$ cat src/rtl/cmpclr_pkg.sv
// Shared constants for the compare-clear timer: register byte width,
// address map and control/status bit positions.
package cmpclr_pkg;
    localparam int REG_W  = 8;
    localparam int SEL_W  = 3;
    localparam int ADDR_W = 2;

    typedef enum logic [ADDR_W-1:0] {
        A_CSR    = 2'd0,
        A_CMP_HI = 2'd1,
        A_CMP_LO = 2'd2,
        A_SPARE  = 2'd3
    } reg_addr_e;

    localparam int B_TCLR = 7;
    localparam int B_MODE = 6;
    localparam int B_FLAG = 5;
    localparam int B_IE   = 4;
    localparam int B_TEN  = 3;
endpackage

$ cat src/rtl/cmpclr_regs.sv
// Register file of the compare-clear timer.
// Holds the control/status byte, the staged upper compare byte and the
// committed compare value. It also drives the read mux.
// Assumes a single-cycle write strobe. Reads are combinational.
module cmpclr_regs
    import cmpclr_pkg::*;
#(
    parameter int BW   = REG_W,
    parameter int SW   = SEL_W,
    parameter int AW   = ADDR_W,
    parameter int CW   = 2 * BW
) (
    input  logic          clk,
    input  logic          rst_n,
    input  logic [AW-1:0] addr,
    input  logic          wr_en,
    input  logic [BW-1:0] wr_data,
    input  logic          rmw,
    input  logic          match,
    output logic [BW-1:0] rd_data,
    output logic          mode,
    output logic          ie,
    output logic          ten,
    output logic [SW-1:0] sel,
    output logic [CW-1:0] cmp,
    output logic          flag,
    output logic          tclr_wr
);
    logic          wr_csr;
    logic [BW-1:0] stage_hi;

    assign wr_csr  = wr_en && (addr == AW'(A_CSR));
    assign tclr_wr = wr_csr && wr_data[B_TCLR];

    // Control fields: loaded on a control write.
    always_ff @(posedge clk) begin
        if (!rst_n) begin
            mode <= 1'b0;
            ie   <= 1'b0;
            ten  <= 1'b0;
            sel  <= '0;
        end else if (wr_csr) begin
            mode <= wr_data[B_MODE];
            ie   <= wr_data[B_IE];
            ten  <= wr_data[B_TEN];
            sel  <= wr_data[SW-1:0];
        end
    end

    // Sticky flag: a match sets it and wins over a write of 0.
    always_ff @(posedge clk) begin
        if (!rst_n)
            flag <= 1'b0;
        else if (match)
            flag <= 1'b1;
        else if (wr_csr && !wr_data[B_FLAG])
            flag <= 1'b0;
    end

    // Compare value: the upper byte is staged and the lower-byte write commits both.
    always_ff @(posedge clk) begin
        if (!rst_n) begin
            stage_hi <= '0;
            cmp      <= '0;
        end else if (wr_en && addr == AW'(A_CMP_HI)) begin
            stage_hi <= wr_data;
        end else if (wr_en && addr == AW'(A_CMP_LO)) begin
            cmp <= {stage_hi, wr_data};
        end
    end

    // Read mux: the flag reads as 1 during read-modify-write, and timer clear reads as 0.
    always_comb begin
        rd_data = '0;
        case (addr)
            AW'(A_CSR): begin
                rd_data[B_MODE]  = mode;
                rd_data[B_FLAG]  = flag | rmw;
                rd_data[B_IE]    = ie;
                rd_data[B_TEN]   = ten;
                rd_data[SW-1:0]  = sel;
            end
            AW'(A_CMP_HI): rd_data = cmp[CW-1:BW];
            AW'(A_CMP_LO): rd_data = cmp[BW-1:0];
            default:       rd_data = '0;
        endcase
    end
endmodule

$ cat src/rtl/cmpclr_prescaler.sv
// Power-of-two clock prescaler.
// Emits a one-cycle tick every 2^sel cycles while run is high.
// Assumes the phase restarts from zero whenever run is low.
module cmpclr_prescaler #(
    parameter int SW = 3,
    parameter int PW = (1 << SW) - 1
) (
    input  logic          clk,
    input  logic          rst_n,
    input  logic          run,
    input  logic [SW-1:0] sel,
    output logic          tick
);
    logic [PW-1:0] phase;
    logic [PW:0]   span;
    logic [PW-1:0] mask;

    assign span = (PW + 1)'(1) << sel;
    assign mask = PW'(span - (PW + 1)'(1));
    assign tick = run && ((phase & mask) == mask);

    // Phase counter: free-running while enabled, parked at zero otherwise.
    always_ff @(posedge clk) begin
        if (!rst_n || !run)
            phase <= '0;
        else
            phase <= phase + PW'(1);
    end
endmodule

$ cat src/rtl/cmpclr_counter.sv
// Timer counter with compare-clear.
// A clear event (timer-clear write or the mode-selected strobe) wins over
// counting. On a tick at the compare value the count wraps to zero and
// match pulses. Assumes cmp is stable in the cycle it is used.
module cmpclr_counter #(
    parameter int CW = 16
) (
    input  logic          clk,
    input  logic          rst_n,
    input  logic          tick,
    input  logic          tclr_wr,
    input  logic          mode,
    input  logic          wt_strobe,
    input  logic          pos_strobe,
    input  logic [CW-1:0] cmp,
    output logic [CW-1:0] count,
    output logic          clr_evt,
    output logic          match
);
    logic at_cmp;

    assign clr_evt = tclr_wr | (mode ? pos_strobe : wt_strobe);
    assign at_cmp  = (count == cmp);
    assign match   = tick && at_cmp && !clr_evt;

    // Count register: a clear first, then a wrap or a step on each tick.
    always_ff @(posedge clk) begin
        if (!rst_n)
            count <= '0;
        else if (clr_evt)
            count <= '0;
        else if (tick)
            count <= at_cmp ? '0 : count + CW'(1);
    end
endmodule

$ cat src/rtl/cmpclr_timer.sv
// Top level of the compare-clear timer.
// Ties together the register file, the prescaler and the counter.
// Assumes a synchronous byte-wide bus and strobes synchronous to clk.
module cmpclr_timer
    import cmpclr_pkg::*;
#(
    parameter int BW = REG_W,
    parameter int SW = SEL_W,
    parameter int AW = ADDR_W,
    parameter int CW = 2 * BW
) (
    input  logic          clk,
    input  logic          rst_n,
    input  logic [AW-1:0] addr,
    input  logic          wr_en,
    input  logic [BW-1:0] wr_data,
    input  logic          rmw,
    input  logic          wt_strobe,
    input  logic          pos_strobe,
    output logic [BW-1:0] rd_data,
    output logic [CW-1:0] count,
    output logic          irq
);
    logic          mode, ie, ten, flag, tclr_wr, match, tick, clr_evt;
    logic [SW-1:0] sel;
    logic [CW-1:0] cmp;

    cmpclr_regs #(.BW(BW), .SW(SW), .AW(AW), .CW(CW)) u_regs (
        .clk(clk), .rst_n(rst_n), .addr(addr), .wr_en(wr_en),
        .wr_data(wr_data), .rmw(rmw), .match(match), .rd_data(rd_data),
        .mode(mode), .ie(ie), .ten(ten), .sel(sel), .cmp(cmp),
        .flag(flag), .tclr_wr(tclr_wr)
    );

    cmpclr_prescaler #(.SW(SW)) u_pre (
        .clk(clk), .rst_n(rst_n), .run(ten), .sel(sel), .tick(tick)
    );

    cmpclr_counter #(.CW(CW)) u_cnt (
        .clk(clk), .rst_n(rst_n), .tick(tick), .tclr_wr(tclr_wr),
        .mode(mode), .wt_strobe(wt_strobe), .pos_strobe(pos_strobe),
        .cmp(cmp), .count(count), .clr_evt(clr_evt), .match(match)
    );

    // Interrupt gate.
    assign irq = flag & ie;
endmodule

$ cat config.mk
export PLATFORM = sky130hd
export DESIGN_NAME = cmpclr_timer
export DESIGN_NICKNAME = d
export VERILOG_FILES = /design/src/rtl/cmpclr_pkg.sv /design/src/rtl/cmpclr_regs.sv /design/src/rtl/cmpclr_prescaler.sv /design/src/rtl/cmpclr_counter.sv /design/src/rtl/cmpclr_timer.sv
export SDC_FILE = /design/constraint.sdc
export NUM_CORES = 1
export LEC_CHECK = 0
export BUFFER_PORTS_ARGS = -buffer_cell sky130_fd_sc_hd__clkbuf_2
export CAP_MARGIN = 20
export CORE_MARGIN = 2
export CORE_UTILIZATION = 50
export CTS_CLUSTER_SIZE = 12
export DETAILED_ROUTE_END_ITERATION = 10
export PLACE_DENSITY = 0.72
export SLEW_MARGIN = 10
export SYNTH_ARGS = -nofsm -noshare
export SYNTH_HDL_FRONTEND = slang
export SYNTH_SLANG_ARGS = --single-unit
$ cat constraint.sdc
create_clock -name clk -period 3.9 [get_ports clk]
set_clock_uncertainty 0.05 [all_clocks]
set_input_delay 0.39 -clock clk [delete_from_list [all_inputs] [get_ports clk]]
set_output_delay 0.39 -clock clk [all_outputs]
set_load 0.1 [all_outputs]
# Word level (Yosys, flattened, before mapping)
# Index checks and enable logic that the tools add are counted.
[word_totals] input_bits=16 reg_bits=54 out_inout_bits=25 word_cells=46
[classes] muxes=6 reduce_logical=17 shifts=1 n_addsub=3 bitwise_logic=6 n_eq_ne=4
[op_table] operator="$pmux W7 S3" n=1
[op_table] operator="$add A16 B1 Y16 const B" n=1
[op_table] operator="$eq A16 B16 Y1" n=1
[op_table] operator="$mux W16" n=1
[op_table] operator="$logic_and A1 B1 Y1" n=8
[op_table] operator="$add A7 B1 Y7 const B" n=1
[op_table] operator="$and A7 B7 Y7" n=1
[op_table] operator="$eq A7 B7 Y1" n=1
[op_table] operator="$shl A1 B3 Y7 const A" n=1
[op_table] operator="$sub A7 B1 Y7 const B" n=1
[op_table] operator="$logic_not A1 Y1" n=4
[op_table] operator="$mux W1" n=3
[op_table] operator="$eq A2 B1 Y1 const B" n=1
[op_table] operator="$eq A2 B2 Y1 const B" n=1
[op_table] operator="$logic_not A2 Y1" n=1
[op_table] operator="$not A1 Y1" n=2
[op_table] operator="$or A1 B1 Y1" n=2
[op_table] operator="$pmux W1 S2" n=1
[op_table] operator="$reduce_and A2 Y1" n=1
[op_table] operator="$reduce_bool A2 Y1" n=1
[op_table] operator="$reduce_or A2 Y1" n=1
[op_table] operator="$and A1 B1 Y1" n=1
[op_table] operator="$logic_or A1 B1 Y1" n=1

# Logic depth before layout (Yosys ltp)
[logic_depth] ltp_word=8 depth_mapped=11 depth_no_buf=9

# Modules after synthesis
# Synthesis repeated with hierarchy kept, for this count alone.
[unflattened] cells_unflattened=312 area_unflattened_um2=2740.1
[by_module_without_submodules] module="cmpclr_regs" seq_area_each_um2=620.6 area_per_inst_um2=1478.9 cells_per_inst=166 n_inst=1
[by_module_without_submodules] module="cmpclr_counter" seq_area_each_um2=320.3 area_per_inst_um2=934.6 cells_per_inst=108 n_inst=1
[by_module_without_submodules] module="cmpclr_prescaler" seq_area_each_um2=140.1 area_per_inst_um2=320.3 cells_per_inst=37 n_inst=1
[by_module_without_submodules] module="cmpclr_timer" seq_area_each_um2=0.0 area_per_inst_um2=6.3 cells_per_inst=1 n_inst=1

# Worst setup path before layout
# No wires, ideal clock.
[synth_timing] path_kind="input-to-output" start="input addr[0]" end="output rd_data[5]" slack_ns=0.878 path_buffers=1 arrival_time_ns=2.582 t_required_ns=3.460 path_stages=5 cell_sequence="inv_1 > ha_1 > clkbuf_1 > o21ai_0 > a21oi_1"
[synth_via] elab_chain_len=2 elab_cells_between_ends=4 cone_classes="2 x eq/ne; 1 x mux; 1 x reduce/logical"
[synth_rtl] element="start, declared" line="cmpclr_timer.sv:14" text="input logic [AW-1:0] addr,"
[synth_rtl] element="$eq A2 B2 Y1 (tied with other cells)" line="cmpclr_regs.sv:75" text="case (addr)"
[synth_rtl] element="$pmux W7 S3 *" line="cmpclr_regs.sv:75"
[synth_rtl] element="end, declared" line="cmpclr_timer.sv:20" text="output logic [BW-1:0] rd_data,"
# Mark *: on every way between the ends. The rest lies on a longest branch, timed or not.

# Worst setup path in the final report
[layout_timing] start="register u_regs.sel[0]" end="register u_cnt.count[14]"
[layout_via] elab_chain_len=5
[layout_rtl] element="start, declared" line="cmpclr_regs.sv:24" text="output logic [SW-1:0] sel,"
[layout_rtl] element="start signal, assigned" line="cmpclr_regs.sv:46" text="sel <= wr_data[SW-1:0];"
[layout_rtl] element="$shl A1 B3 Y7 *" line="cmpclr_prescaler.sv:18" text="assign span = (PW + 1)'(1) << sel;"
[layout_rtl] element="$sub A7 B1 Y7 *" line="cmpclr_prescaler.sv:19" text="assign mask = PW'(span - (PW + 1)'(1));"
[layout_rtl] element="$and A7 B7 Y7" line="cmpclr_prescaler.sv:20" text="assign tick = run && ((phase & mask) == mask);"
[layout_rtl] element="$eq A7 B7 Y1 *" line="cmpclr_prescaler.sv:20"
[layout_rtl] element="$logic_and A1 B1 Y1 *" line="cmpclr_prescaler.sv:20"
[layout_rtl] element="end signal, assigned" line="cmpclr_counter.sv:33" text="count <= at_cmp ? '0 : count + CW'(1);"
[layout_rtl] element="end, declared" line="cmpclr_counter.sv:16" text="output logic [CW-1:0] count,"
# Marks and branches as above.
# A chain may end at the register's enable or synchronous reset.

==> summary.md <==
| Metric | Value |
|---|---|
| Syn-to-layout area delta | `12.0%` |
| Count of cell types in the netlist | `36` |
| CP Capture Type | `flip-flop` |
| Layout cells sized above 1 | `0.148` |
| Avg Inst Size Synth | `8.24 um2` |
| Placed cells | `421` |
| Clk sink count | `54` |
| Worst hold path type | `input pin to flip-flop` |
| Most used flip-flop cell after synthesis | `dfxtp_1` |
| Die W | `77.4 um` |
| Worst slew margin | `0.307` |
| Max-slew violation count | `0` |
| Hold_ws | `0.295 ns` |
| H-tree levels | `2` |
| First-pass DRT Iterations | `4` |
| CP Max Fanout | `30` |
| Outcome | `completed` |
| Grt total ovfl | `0` |
| GPL Wtd Cong | `0.820` |
| Buffers on Ports | `40` |
| Finished Layout Cells | `429` |
| Critical Path RT | `4.09 ns` |
| Root Buffer | `clkbuf_8` |
| TritonCTS clock tree | `built` |
| Core Box Area | `5140 um2` |
| First-pass GRT wire length | `10.6 mm` |
| Setup tns final | `0 ns` |
| Die height | `77.4 um` |
| Detailed placement HPWL | `4.43 mm` |
| Ports | `41` |
| Count leader, synth | `nand2_1` |
| Starting Density | `0.524` |
| Post-synth top area share | `0.401` |
| Cts repair resizes | `0` |
| Sequential area share after synthesis | `0.401` |
| Maximum VDD drop | `0.184 mV` |
| DR vias/cell | `5.58` |
| Final min period | `2.73 ns` |
| Cell Pwr Density | `324 nW/um2` |
| Post-Synthesis Cells | `327` |
| Post-CTS Setup Bufs | `0` |
| Yosys reg bits | `54` |
| Leak | `1.06 nW` |
| CP startpoint kind | `flip-flop` |
| ANT cells | `0` |
| Aggregate routed wire length | `6.09 mm` |
| Synth top area cells | `dfxtp_1 40%, a21boi_0 8.6%, nand2_1 8.1%` |
| RSZ-0062 raised after global routing | `no` |
| Vias in the first global route | `2,281` |
| Nets | `381` |
| Vias | `2,395` |
| DRC | `0` |
| Largest net degree at the start of global routing | `35` |
| Synth async-reset ratio | `0` |
| Synthesized cell area | `2700 um2` |
| Avg WL per Cell | `14.2 um` |
| Max-cap viol count | `0` |
| Post-synth EDFFs | `0` |
| Setup Viol. Count Final | `0` |
| Setup CP Type | `flip-flop to flip-flop` |
| TritonCTS buffer count | `5` |
| Maximum buffer depth of the clock tree | `2` |
| Die area | `5990 um2` |
| Hold Vio Cnt, Final | `0` |
| 1st-iter DRT viols | `120` |
| Gr usage total | `0.220` |
| Tcrit/Tclk final | `0.701` |
| Cts hold-fix bufs | `0` |
| Min setup slack post-route | `1.17 ns` |
| Post-layout util | `0.587` |
| Pre-CTS setup slack | `1.21 ns` |
| Synth Net Count | `350` |
| Commonest cells post-synth | `58 x nand2_1, 54 x dfxtp_1, 31 x a21boi_0` |
| Slew @ Worst Pin | `1.04 ns` |
| Row count | `26` |
| Worst Path Arrival | `2.92 ns` |
| Clock transition at path regs | `0.09 ns` |
| Worst skew pair latency | `0.30 ns` |
| Cell taking the most area after synthesis | `dfxtp_1` |
| Initial antenna violation count | `0` |
| Peak Freq | `366 MHz` |
| Yosys Warn Count | `0` |
| Post-DRT Antenna Nets | `0` |
-- cells by family (layout without fill, tap and decap cells) --
kind of cell    count (synthesis)  after routing  synth area share
compound gates                 79             79             0.206
xor+xnor                       23             23            0.0747
fa+ha+maj                       7              7            0.0325
buf+inv                        26             58            0.0376
flops                          54             54             0.401
mux                             3              3            0.0116
simple gates                  135            135             0.237
-- sequential cells by signal, summed over array words and instances, names as in the netlist --
register	cells
u_cnt.count	16
u_pre.phase	7
u_regs.cmp	16
u_regs.flag	1
u_regs.ie	1
u_regs.mode	1
u_regs.sel	3
u_regs.stage_hi	8
u_regs.ten	1
-- worst paths after layout --
check,slack [ns],cells past startpoint,start,to
max,1.17,8,u_regs.sel[0],u_cnt.count[14]
min reg2reg,0.42,2,u_regs.stage_hi[6],u_regs.cmp[14]
min,0.30,3,wr_data[1],u_regs.cmp[1]
max reg2reg,1.17,8,u_regs.sel[0],u_cnt.count[14]
-- where the power goes --
| part | switching, mW | internal, mW | total, mW | leakage [nW] |
|---|---|---|---|---|
| Combinational | 0.0603 | 0.0313 | 0.0916 | 0.572 |
| Sequential | 0.00814 | 0.559 | 0.567 | 0.436 |
| Clock | 0.177 | 0.144 | 0.321 | 0.0482 |
-- per-stage QoR --
step,instance area [um2],total power [mW]
after CTS,3020,0.987
after detailed placement,2930,0.671
after global routing,3020,1.02
after global placement,2930,0.670
final,3020,0.979
after floorplan,2700,0.644
-- cell usage in the layout (no fill, tap or decap) --
| cell type | n |
|---|---|
| or3_4 | 1 |
| ha_1 | 7 |
| or4_1 | 6 |
| clkbuf_8 | 6 |
| clkinv_2 | 1 |
| nand4_1 | 9 |
| mux2i_1 | 2 |
| o21ai_0 | 11 |
| and2_1 | 2 |
| nand3_1 | 24 |
| nor2_1 | 17 |
| o31ai_1 | 8 |
| a21boi_0 | 31 |
| nand2_1 | 58 |
| o21ba_2 | 1 |
| and4_1 | 1 |
| a22oi_1 | 2 |
| o211ai_1 | 2 |
| nor3_1 | 3 |
| a21o_1 | 1 |
| and3_1 | 4 |
| clkbuf_1 | 1 |
| xor2_1 | 4 |
| or3_1 | 6 |
| mux2_2 | 1 |
| a311oi_1 | 1 |
| dfxtp_1 | 54 |
| a21oi_1 | 13 |
| clkbuf_2 | 40 |
| nor4_1 | 2 |
| a222oi_1 | 7 |
| o21bai_1 | 1 |
| inv_1 | 8 |
| o21a_1 | 1 |
| buf_4 | 2 |
| nor2b_1 | 1 |
| or2_2 | 1 |
| xnor2_1 | 19 |
-- cell type report --
cell class,instances,area [um2]
inverters,8,30.0
multi-input cells,247,1510
clock inverters,1,5.00
flip-flops and latches,54,1080
well taps,70,87.6
repair buffers,42,215
fillers,517,2120
clock buffers,7,86.3
-- metal layers --
layer  wire (um)  GRT usage  vias up
li1            -          -     1227
met3         272     0.0419       12
met4         102     0.0893        0
met1        2890      0.296     1099
met2        2830      0.347       57
met5           0          0        -
-- critical path, cell delays in order (launching register included) --
cell and delay, ns:
dfxtp_1 0.39, or3_4 0.42, ha_1 0.27, a21boi_0 0.14, a222oi_1 0.37, nand3_1 0.13
buf_4 0.23, or4_1 0.52, a21oi_1 0.15
(Power assumes the default switching activity.)
